$ cat config.mk
export PLATFORM = sky130hd
export DESIGN_NAME = fpwm_top
export DESIGN_NICKNAME = d
export VERILOG_FILES = /design/src/rtl/fpwm_pkg.sv /design/src/rtl/fpwm_fifo.sv /design/src/rtl/fpwm_timer.sv /design/src/rtl/fpwm_top.sv
export SDC_FILE = /design/constraint.sdc
export NUM_CORES = 1
export LEC_CHECK = 0
export ABC_AREA = 1
export BUFFER_PORTS_ARGS = -buffer_cell sky130_fd_sc_hd__buf_2
export CAP_MARGIN = 10
export CORE_MARGIN = 2
export CORE_UTILIZATION = 45
export CTS_BUF_LIST = sky130_fd_sc_hd__clkbuf_4
export CTS_CLUSTER_SIZE = 14
export DETAILED_ROUTE_END_ITERATION = 10
export PLACE_DENSITY_LB_ADDON = 0.05
export SLEW_MARGIN = 15
export SYNTH_ARGS = -nofsm -noshare
export SYNTH_HDL_FRONTEND = slang
export SYNTH_SLANG_ARGS = --single-unit
$ cat constraint.sdc
create_clock -name clk -period 4.6 [get_ports clk]
set_input_delay 0.69 -clock clk [delete_from_list [all_inputs] [get_ports clk]]
set_output_delay 0.69 -clock clk [all_outputs]
set_load 0.01 [all_outputs]
$ cat src/rtl/fpwm_pkg.sv
package fpwm_pkg;

    localparam int ADDR_W  = 5;
    localparam int BUS_W   = 32;
    localparam int PRE_W   = 12;

    localparam logic [ADDR_W-1:0] OFS_CTRL = 5'h00;
    localparam logic [ADDR_W-1:0] OFS_STAT = 5'h04;
    localparam logic [ADDR_W-1:0] OFS_SAMP = 5'h0C;
    localparam logic [ADDR_W-1:0] OFS_PER  = 5'h10;

    localparam int SRST_BIT = 3;

    typedef struct packed {
        logic [3:0]       run_flags;
        logic             invert;
        logic [1:0]       clk_sel;
        logic [PRE_W-1:0] prediv;
        logic             enable;
    } ctrl_t;

    function automatic logic [BUS_W-1:0] ctrl_to_word(ctrl_t c);
        logic [BUS_W-1:0] w;
        w        = '0;
        w[0]     = c.enable;
        w[15:4]  = c.prediv;
        w[17:16] = c.clk_sel;
        w[18]    = c.invert;
        w[25:22] = c.run_flags;
        return w;
    endfunction

    function automatic ctrl_t word_to_ctrl(logic [BUS_W-1:0] w);
        ctrl_t c;
        c.enable    = w[0];
        c.prediv    = w[15:4];
        c.clk_sel   = w[17:16];
        c.invert    = w[18];
        c.run_flags = w[25:22];
        return c;
    endfunction

endpackage

$ cat src/rtl/fpwm_fifo.sv
module fpwm_fifo #(
    parameter int WIDTH = 16,
    parameter int DEPTH = 4,
    localparam int PTR_W = $clog2(DEPTH),
    localparam int LVL_W = $clog2(DEPTH + 1)
) (
    input  logic             clk,
    input  logic             rst_n,
    input  logic             clr,
    input  logic             push,
    input  logic [WIDTH-1:0] push_data,
    input  logic             pop,
    output logic [WIDTH-1:0] pop_data,
    output logic [LVL_W-1:0] level
);

    typedef struct packed {
        logic [DEPTH-1:0][WIDTH-1:0] slot;
        logic [PTR_W-1:0]            rd;
        logic [PTR_W-1:0]            wr;
        logic [LVL_W-1:0]            lvl;
    } fifo_st_t;

    fifo_st_t s_q, s_d;
    logic do_push, do_pop;

    assign do_push = push && (s_q.lvl != LVL_W'(DEPTH));
    assign do_pop  = pop && (s_q.lvl != '0);

    always_comb begin
        s_d = s_q;
        if (do_push) begin
            s_d.slot[s_q.wr] = push_data;
            s_d.wr = (s_q.wr == PTR_W'(DEPTH - 1)) ? '0 : s_q.wr + 1'b1;
        end
        if (do_pop) begin
            s_d.rd = (s_q.rd == PTR_W'(DEPTH - 1)) ? '0 : s_q.rd + 1'b1;
        end
        if (do_push && !do_pop)      s_d.lvl = s_q.lvl + 1'b1;
        else if (do_pop && !do_push) s_d.lvl = s_q.lvl - 1'b1;
        if (clr) s_d = '0;
    end

    always_ff @(posedge clk or negedge rst_n) begin
        if (!rst_n) s_q <= '0;
        else        s_q <= s_d;
    end

    assign pop_data = s_q.slot[s_q.rd];
    assign level    = s_q.lvl;

    // fill level never exceeds the queue depth
    a_r7_level_bound: assert property (@(posedge clk) disable iff (!rst_n)
        level <= LVL_W'(DEPTH));

    // a write into a full queue without a pop leaves it full, not wrapped
    a_r7_full_drop: assert property (@(posedge clk) disable iff (!rst_n)
        (level == LVL_W'(DEPTH) && push && !pop && !clr) |=> level == LVL_W'(DEPTH));

    // clearing leaves the queue empty
    a_r10_clear_empties: assert property (@(posedge clk) disable iff (!rst_n)
        clr |=> level == '0);

endmodule

$ cat src/rtl/fpwm_timer.sv
module fpwm_timer #(
    parameter int CNT_W = 16,
    parameter int PRE_W = 12
) (
    input  logic             clk,
    input  logic             rst_n,
    input  logic             clr,
    input  logic             en,
    input  logic [PRE_W-1:0] prediv,
    input  logic [CNT_W-1:0] period,
    input  logic             load,
    input  logic [CNT_W-1:0] cmp_in,
    input  logic             invert,
    output logic             wrap,
    output logic             pwm_out
);

    typedef struct packed {
        logic [PRE_W-1:0] pdiv;
        logic [CNT_W:0]   cnt;
        logic [CNT_W-1:0] cmp;
    } tmr_st_t;

    tmr_st_t s_q, s_d;
    logic          tick;
    logic [CNT_W:0] last;

    assign last = {1'b0, period} + (CNT_W + 1)'(1);
    assign tick = en && (s_q.pdiv == prediv);
    assign wrap = tick && (s_q.cnt >= last);

    always_comb begin
        s_d = s_q;
        if (!en) begin
            s_d.pdiv = '0;
            s_d.cnt  = '0;
        end else if (tick) begin
            s_d.pdiv = '0;
            s_d.cnt  = wrap ? '0 : s_q.cnt + 1'b1;
        end else begin
            s_d.pdiv = s_q.pdiv + 1'b1;
        end
        if (load) s_d.cmp = cmp_in;
        if (clr)  s_d = '0;
    end

    always_ff @(posedge clk or negedge rst_n) begin
        if (!rst_n) s_q <= '0;
        else        s_q <= s_d;
    end

    assign pwm_out = (en && (s_q.cnt < {1'b0, s_q.cmp})) ^ invert;

    // a disabled timer holds counter and prescaler at zero
    a_r9_hold_off: assert property (@(posedge clk) disable iff (!rst_n)
        !en |=> (s_q.cnt == '0 && s_q.pdiv == '0));

    // a rollover restarts the count from zero
    a_r4_wrap_restart: assert property (@(posedge clk) disable iff (!rst_n)
        (wrap && !clr) |=> s_q.cnt == '0);

    // the counter only moves on a prescaler tick
    a_r3_stall_between_ticks: assert property (@(posedge clk) disable iff (!rst_n)
        (en && !tick && !clr) |=> $stable(s_q.cnt));

    // a zero compare value never drives the output active
    a_r5_zero_inactive: assert property (@(posedge clk) disable iff (!rst_n)
        (s_q.cmp == '0) |-> pwm_out == invert);

endmodule

$ cat src/rtl/fpwm_top.sv
module fpwm_top
    import fpwm_pkg::*;
#(
    parameter int CNT_W       = 16,
    parameter int FIFO_DEPTH  = 4,
    parameter int SRST_CYCLES = 3
) (
    input  logic              clk,
    input  logic              rst_n,
    input  logic              bus_we,
    input  logic [ADDR_W-1:0] bus_addr,
    input  logic [BUS_W-1:0]  bus_wdata,
    output logic [BUS_W-1:0]  bus_rdata,
    output logic              pwm_out
);

    localparam int LVL_W = $clog2(FIFO_DEPTH + 1);
    localparam int SR_W  = $clog2(SRST_CYCLES + 1);

    typedef struct packed {
        ctrl_t            ctrl;
        logic [CNT_W-1:0] period;
        logic [SR_W-1:0]  busy_cnt;
    } top_st_t;

    top_st_t s_q, s_d;

    logic             busy, wr_ctrl, wr_per, wr_samp, srst_req, start_en;
    logic             clr, wrap, pop;
    logic [LVL_W-1:0] level;
    logic [CNT_W-1:0] head;

    assign busy     = (s_q.busy_cnt != '0);
    assign wr_ctrl  = bus_we && !busy && (bus_addr == OFS_CTRL);
    assign wr_per   = bus_we && !busy && (bus_addr == OFS_PER);
    assign wr_samp  = bus_we && !busy && (bus_addr == OFS_SAMP);
    assign srst_req = wr_ctrl && bus_wdata[SRST_BIT];
    assign start_en = wr_ctrl && !srst_req && bus_wdata[0] && !s_q.ctrl.enable;
    assign clr      = srst_req || busy;
    assign pop      = (start_en || wrap) && (level != '0);

    always_comb begin
        s_d = s_q;
        if (busy) begin
            s_d.busy_cnt = s_q.busy_cnt - 1'b1;
        end else if (srst_req) begin
            s_d          = '0;
            s_d.busy_cnt = SR_W'(SRST_CYCLES);
        end else begin
            if (wr_ctrl) s_d.ctrl   = word_to_ctrl(bus_wdata);
            if (wr_per)  s_d.period = bus_wdata[CNT_W-1:0];
        end
    end

    always_ff @(posedge clk or negedge rst_n) begin
        if (!rst_n) s_q <= '0;
        else        s_q <= s_d;
    end

    fpwm_fifo #(.WIDTH(CNT_W), .DEPTH(FIFO_DEPTH)) u_fifo (
        .clk       (clk),
        .rst_n     (rst_n),
        .clr       (clr),
        .push      (wr_samp),
        .push_data (bus_wdata[CNT_W-1:0]),
        .pop       (pop),
        .pop_data  (head),
        .level     (level)
    );

    fpwm_timer #(.CNT_W(CNT_W), .PRE_W(PRE_W)) u_timer (
        .clk     (clk),
        .rst_n   (rst_n),
        .clr     (clr),
        .en      (s_q.ctrl.enable),
        .prediv  (s_q.ctrl.prediv),
        .period  (s_q.period),
        .load    (pop),
        .cmp_in  (head),
        .invert  (s_q.ctrl.invert),
        .wrap    (wrap),
        .pwm_out (pwm_out)
    );

    always_comb begin
        case (bus_addr)
            OFS_CTRL: bus_rdata = ctrl_to_word(s_q.ctrl) | (BUS_W'(busy) << SRST_BIT);
            OFS_STAT: bus_rdata = BUS_W'(level);
            OFS_PER:  bus_rdata = BUS_W'(s_q.period);
            default:  bus_rdata = '0;
        endcase
    end

    // while the soft reset runs, registers and queue stay cleared
    a_r10_busy_regs_clear: assert property (@(posedge clk) disable iff (!rst_n)
        busy |-> (s_q.ctrl == '0 && s_q.period == '0 && level == '0));

    // register writes made during soft reset do not land
    a_r10_writes_blocked: assert property (@(posedge clk) disable iff (!rst_n)
        (busy && bus_we) |=> s_q.period == '0);

    // a disabled channel rests at the polarity level
    a_r9_off_idle: assert property (@(posedge clk) disable iff (!rst_n)
        !s_q.ctrl.enable |-> pwm_out == s_q.ctrl.invert);

endmodule

; ---- After elaboration in Yosys (flattened, before gate mapping)
; Index checks and enable logic that the tools add are counted.
[word_totals]
register_bits = 154
input_bits = 40
output_inout_bits = 33
wordCells = 102
[classes]
addsub = 8
magnitude_cmp = 5
n_eq_ne = 8
mux = 25
n_bitwise = 3
n_reduce_logical = 36
[op_table]
columns = operator, n
row1 = one-hot mux 26 bit (3 select lines), 1
row2 = 2-to-1 mux 71 bit, 1
row3 = bitwise mux 64 bit, 1
row4 = 2-to-1 mux 16 bit, 4
row5 = 2-to-1 mux 64 bit, 1
row6 = 2-to-1 mux 45 bit, 1
row7 = 2-to-1 mux 36 bit, 1
row8 = 2-to-1 mux 17 bit, 2
row9 = binary-select mux 16 bit (select 2 bit), 1
row10 = demux 16 bit (select 2 bit), 1
row11 = 2-to-1 mux 29 bit, 1
row12 = bitwise OR 26 x 4 -> 26 bit, 1
row13 = 2-to-1 mux 20 bit, 1
row14 = adder 16 x 1 -> 17 bit (second input constant), 1
row15 = adder 17 x 1 -> 17 bit (second input constant), 1
row16 = >= comparator 17 bit, 1
row17 = logical AND 1 bit, 17
row18 = less-than comparator 17 x 16 -> 1 bit, 1
row19 = nonzero test 2 bit, 7
row20 = adder 12 x 1 -> 12 bit (second input constant), 1
row21 = equality test 12 bit, 1
row22 = 2-to-1 mux 12 bit, 1
row23 = 2-to-1 mux 2 bit, 6
row24 = less-than comparator 2 x 3 -> 1 bit (second input constant), 2
row25 = other kinds (19), 29

; ---- Depth between registers and ports, before layout
[depth]
depth_word = 16
ltp_mapped = 28
depth_no_buf = 28

; ---- Cells and area by module
; A second synthesis with hierarchy kept.
[hier_totals]
hier_cells = 1183
hier_area_um2 = 9260.1
[by_module_without_submodules]
columns = mod, instances, cells_per_inst, area_each_um2, seq_area_each_um2
row1 = fpwm_timer, 1, 561, 3866.2, 1126.1
row2 = fpwm_fifo, 1, 385, 3453.3, 1776.7
row3 = fpwm_top, 1, 237, 1940.6, 950.9

; ---- Least setup slack after synthesis
; Ideal clock, no wire load.
[synth_path]
path_kind = register -> register
start = register s_q[2] in the netlist's numbering
end = register u_fifo.s_q (netlist bit u_fifo.level[2])
setup_ns = 0.117
arrival_ns = 3.468
required_ns = 4.483
path_slack_ns = 1.015
stages_incl_launch_ff = 29
path_buffers = 0
period_less_slack_ns = 3.585
path_cell_list = dfrtp_1 inv_1 nor3_2 nand3_1 nor2_1 nand4_1 or2_1 nor2_4 nand3_1 xor2_1 ha_1 nand2_1 nor2_1 nand2_1 nor2_1 nor2_1 nand3_1 nand2_1 nand2_2 nand2_4 nand2_2 inv_1 fa_1 xnor2_1 inv_1 nand2_1 nand2_1 nand2_1 nand2_1
[synth_via]
elab_chain_len = 10
word_cells_on_any_way = 12
classes_between = add/sub (1) / order compare (1) / mux (2) / reduce/logical (8)
[synth_lines]
columns = item, line_no
row1 = from (decl), fpwm_top.sv:26  ; top_st_t s_q, s_d;
row2 = from (signal assigned), fpwm_top.sv:56  ; if (!rst_n) s_q <= '0;
row3 = from (signal assigned), fpwm_top.sv:57  ; else s_q <= s_d;
row4 = adder 16 x 1 -> 17 bit (*), fpwm_timer.sv:28  ; assign last = {1'b0, period} + (CNT_W + 1)'(1);
row5 = >= comparator 17 bit (*), fpwm_timer.sv:30  ; assign wrap = tick && (s_q.cnt >= last);
row6 = logical AND 1 bit (*), fpwm_timer.sv:30
row7 = logical OR 1 bit (*), fpwm_top.sv:40  ; assign pop = (start_en || wrap) && (level != '0);
row8 = logical AND 1 bit (*), fpwm_top.sv:40
row9 = logical AND 1 bit (*), fpwm_fifo.sv:28  ; assign do_pop = pop && (s_q.lvl != '0);
row10 = zero test 1 bit, fpwm_fifo.sv:39  ; if (do_push && !do_pop) s_d.lvl = s_q.lvl + 1'b1;
row11 = logical AND 1 bit, fpwm_fifo.sv:39
row12 = 2-to-1 mux 3 bit, fpwm_fifo.sv:39
row13 = 2-to-1 mux 71 bit, fpwm_fifo.sv:41  ; if (clr) s_d = '0;
row14 = to (signal assigned), fpwm_fifo.sv:45  ; if (!rst_n) s_q <= '0;
row15 = to (signal assigned), fpwm_fifo.sv:46  ; else s_q <= s_d;
row16 = to (decl), fpwm_fifo.sv:24  ; fifo_st_t s_q, s_d;
; Every way passes the cells marked *; elsewhere a longest branch is shown, timed or not.
; A chain may end at the register's enable or synchronous reset.

; ---- Worst setup path in the final report
; Ends and elaborated chain as after synthesis.

==> qor.csv <==
stage,metric,value,unit
outcome,status,completed,
global_route,first-pass GRT wire length,38590,um
yosys,mux cell area share after synthesis,0,%
finish,# fillers,1893,
route,Vias,7365,
sta,Final Hold Fails,0,
clock_network,clk_lat worst skew,570,ps
global_route,initial antenna violation count,1,
clock_network,TritonCTS clock tree,done,
clock_network,post-CTS setup buffer count,0,
power,LEAKAGE,4.462,nW
floorplan,Ports,73,
route,Iteration-0 DRC Markers,535,
power,Reg power frac,42.7,%
finish,Area Overhead vs Synth,7.905,%
floorplan,Die Ht,142.7,um
clock_network,total CTS buffers,17,
floorplan,initial core utilization,46.13,%
floorplan,# rows,50,
route,routed len/inst,17.83,um
power,Internal Power,2.241,mW
floorplan,die span in x,142.7,um
clock_network,Root Buffer,clkbuf_4,
sta,actual slew at the worst max-slew pin,999.0,ps
clock_network,H-tree levels,4,
finish,Post-Layout Cell Count,1361,
global_route,pin count of the biggest net entering global routing,105,
finish,share of cells above drive strength 1,11.90,%
sta,worst rel slew slack,33.40,%
yosys,xor/xnor share of the synthesized area,2.934,%
sta,worst hold slack,209.6,ps
finish,Nets,1195,
floorplan,die area,20370,um2
hold_path,hold crit path type,in2async,
route,Via density,5.411,
yosys,Synth Register Bits,154,
worst_setup_path,required time worst endpoint,5070,ps
clock_network,clock slew at reported path FFs,140,ps
worst_setup_path,worst-path maximum fanout,5,
power,pwr dens,425.3,nW/um2
yosys,sequential-to-total area share from yosys stat,44.51,%
sta,max-slew violations,0,
worst_setup_path,Crit Path Category,reg2reg,
yosys,Post-synth EDFFs,0,
yosys,simple-gate area share of the yosys netlist,21.07,%
floorplan,Core Region,18770,um2
sta,FMAX,246.5,MHz
power,peak supply drop,215.7,uV
route,final wirelength,24260,um
power,Combinational Power Share,37.5,%
yosys,top_reg_cell synth,dfrtp_1,
sta,min Tclk post-route,4056,ps
placement,Detail Placement HPWL,17430,um
yosys,Gate Count Post-Synth,1075,
route,Antenna Nets Post-Route,0,
power,clock network fraction of total power,19.8,%
placement,placed cell count,1328,
power,sw frac,43.59,%
sta,RSZ-0062 raised after global routing,false,
route,DR pass1 iterations,5,
run,Max-Cap Viols,0,
clock_network,Max Root-Sink Buffers,2,
sta,clk_skew,21.85,ps
global_route,overall global routing resource usage,24.68,%
yosys,largest family of logic cells by synthesized area,simple AND/OR/NAND/NOR gates,
worst_setup_path,CP startpoint kind,register,
yosys,Synth Warn #,0,
yosys,ys async rst share,100.0,%
sta,Final setup violation count,0,
sta,total negative slack,0,ps
yosys,Post-Synth Adder-Cell Area,6.156,%
worst_setup_path,CP endpoint kind,register,
route,Post-route DRC,0,
global_route,vias in the first global route,6927,
finish,final core occ,49.78,%
yosys,Synth Area in Compound Gates,15.20,%
yosys,Syn Area/Cell,8.054,um2
clock_network,cts hold-fix bufs,0,
yosys,post-synth cell types,39,
power,Psw,1.732,mW
global_route,global route overflow,0,
worst_setup_path,Worst EP arrival,4530,ps
clock_network,CTS resizes,0,
placement,routability cong.,0.8473,
sta,final period utilization,88.18,%
clock_network,clock sinks,154,
yosys,Syn Std Cell Area,8658,um2
placement,PortBufs,54,
## final timing paths
check	startpoint	endpoint	slack [ps]	cells after the start
min reg2reg	u_timer.s_q[33]	u_timer.s_q[33]	490	1
min in group clk	bus_wdata[18]	s_q[33]	310	3
max reg2reg	s_q[2]	u_fifo.level[2]	540	27
max in group asynchronous	rst_n	u_fifo.s_q[17]	3500	2
max	s_q[2]	u_fifo.level[2]	540	27
min	rst_n	u_timer.s_q[18]	210	1
## worst max-delay path, stage by stage, from the launching register on
cell and delay (ps):
dfrtp_1 410, ha_1 200, nand3_1 120, nor3_1 270, nand3_1 180, nor3_2 190, nand2_1 100, nor3_1 190
xor2_1 100, ha_1 300, nand2_1 60, nor2_2 130, nand3_1 80, nor2_1 100, nor2_1 50, nand3_1 140
nand2_1 140, nand2_2 120, nand2_4 80, nand2_2 110, inv_1 60, fa_1 410, xnor2_2 170, inv_1 50
nand2_1 60, nand2_1 50, nand2_1 60, nand2_1 50
## routing by layer
metal / routed length, um / GRT usage (%) / share of wire [%]
met4: 267 / 5.524 / 1.1
met1: 11600 / 36.02 / 48
met2: 11380 / 38.89 / 47
met5: 0 / 0 / 0
met3: 1015 / 3.823 / 4.2
## power groups by stage
stage          combinational [mW]  sequential (mW)  clock (mW)
2_1_floorplan                1.08             1.68           0
3_3_place_gp                 1.47             1.72           0
3_5_place_dp                 1.48             1.72           0
4_1_cts                      1.49             1.70       0.798
5_1_grt                      1.69             1.73       0.867
6_report                     1.49             1.70       0.785
## area by class of cell
cell class / count / area [um2] / area share, %
Timing Repair Buffer: 67 / 399.1 / 4.272
Sequential cell: 154 / 3854 / 41.25
Antenna cell: 1 / 2.502 / 0.02678
Tap cell: 234 / 292.8 / 3.134
Clock buffer: 18 / 135.1 / 1.446
Clock inverter: 14 / 110.1 / 1.179
Multi-Input combinational cell: 719 / 3971 / 42.51
Inverter: 154 / 578.1 / 6.187
## cell usage after synthesis (4+ instances only)
library cell  count  area [um2]
inv_1           146       548.0
nor2_2            4       25.02
xor2_1           26       227.7
nand4_1          18       112.6
inv_2             8       30.03
buf_2            14       70.07
nand2_2           8       50.05
o22ai_1          61       381.6
a311oi_1          4       35.03
nand3_1          89       445.4
ha_1             41       513.0
buf_4            12       90.09
dfrtp_1         154        3854
a21oi_1          73       365.4
clkbuf_1         26       97.59
nor4_1            4       25.02
nor3_1           19       95.09
o21ai_1          14       70.07
o21ai_0          71       355.3
nor2_1           90       337.8
nand2_1         157       589.3
nand3_2           4       40.04
## cell families (layout without fill, tap and decap cells)
| logic type | Yosys count | after routing |
|---|---|---|
| AOI/OAI and AO/OA | 236 | 236 |
| and+or+nand+nor | 403 | 403 |
| buffers and inverters | 210 | 253 |
| adders and majority gates | 42 | 42 |
| DFF | 154 | 154 |
| other | 1 | 10 |
| xor gates and xnor gates | 29 | 29 |
## registers in the layout (all words and copies together), names as in the netlist
| register | cells |
|---|---|
| u_fifo.s_q | 68 |
| u_fifo.level | 3 |
| s_q | 38 |
| u_timer.s_q | 45 |
## cell usage in the layout (no fill, tap or decap), drive strengths merged, types with 18 or more instances in the layout
cell type,instances
o22ai,61
inv,161
xor2,26
nor2,97
nand2,168
nor3,22
a21oi,74
buf,67
clkbuf,18
o21ai,85
ha,41
nand3,93
dfrtp,154
nand4,18
## per-stage QoR
stage | instance area [um2] | power (mW) | setup WS (ps)
after CTS | 9330 | 3.980 | 509.9
after global placement | 9085 | 3.190 | 569.6
after detailed placement | 9085 | 3.206 | 506.5
after floorplan | 8688 | 2.761 | 1015
final | 9343 | 3.973 | 543.9
after global routing | 9343 | 4.279 | 74.08
(Power assumes the default switching activity.)
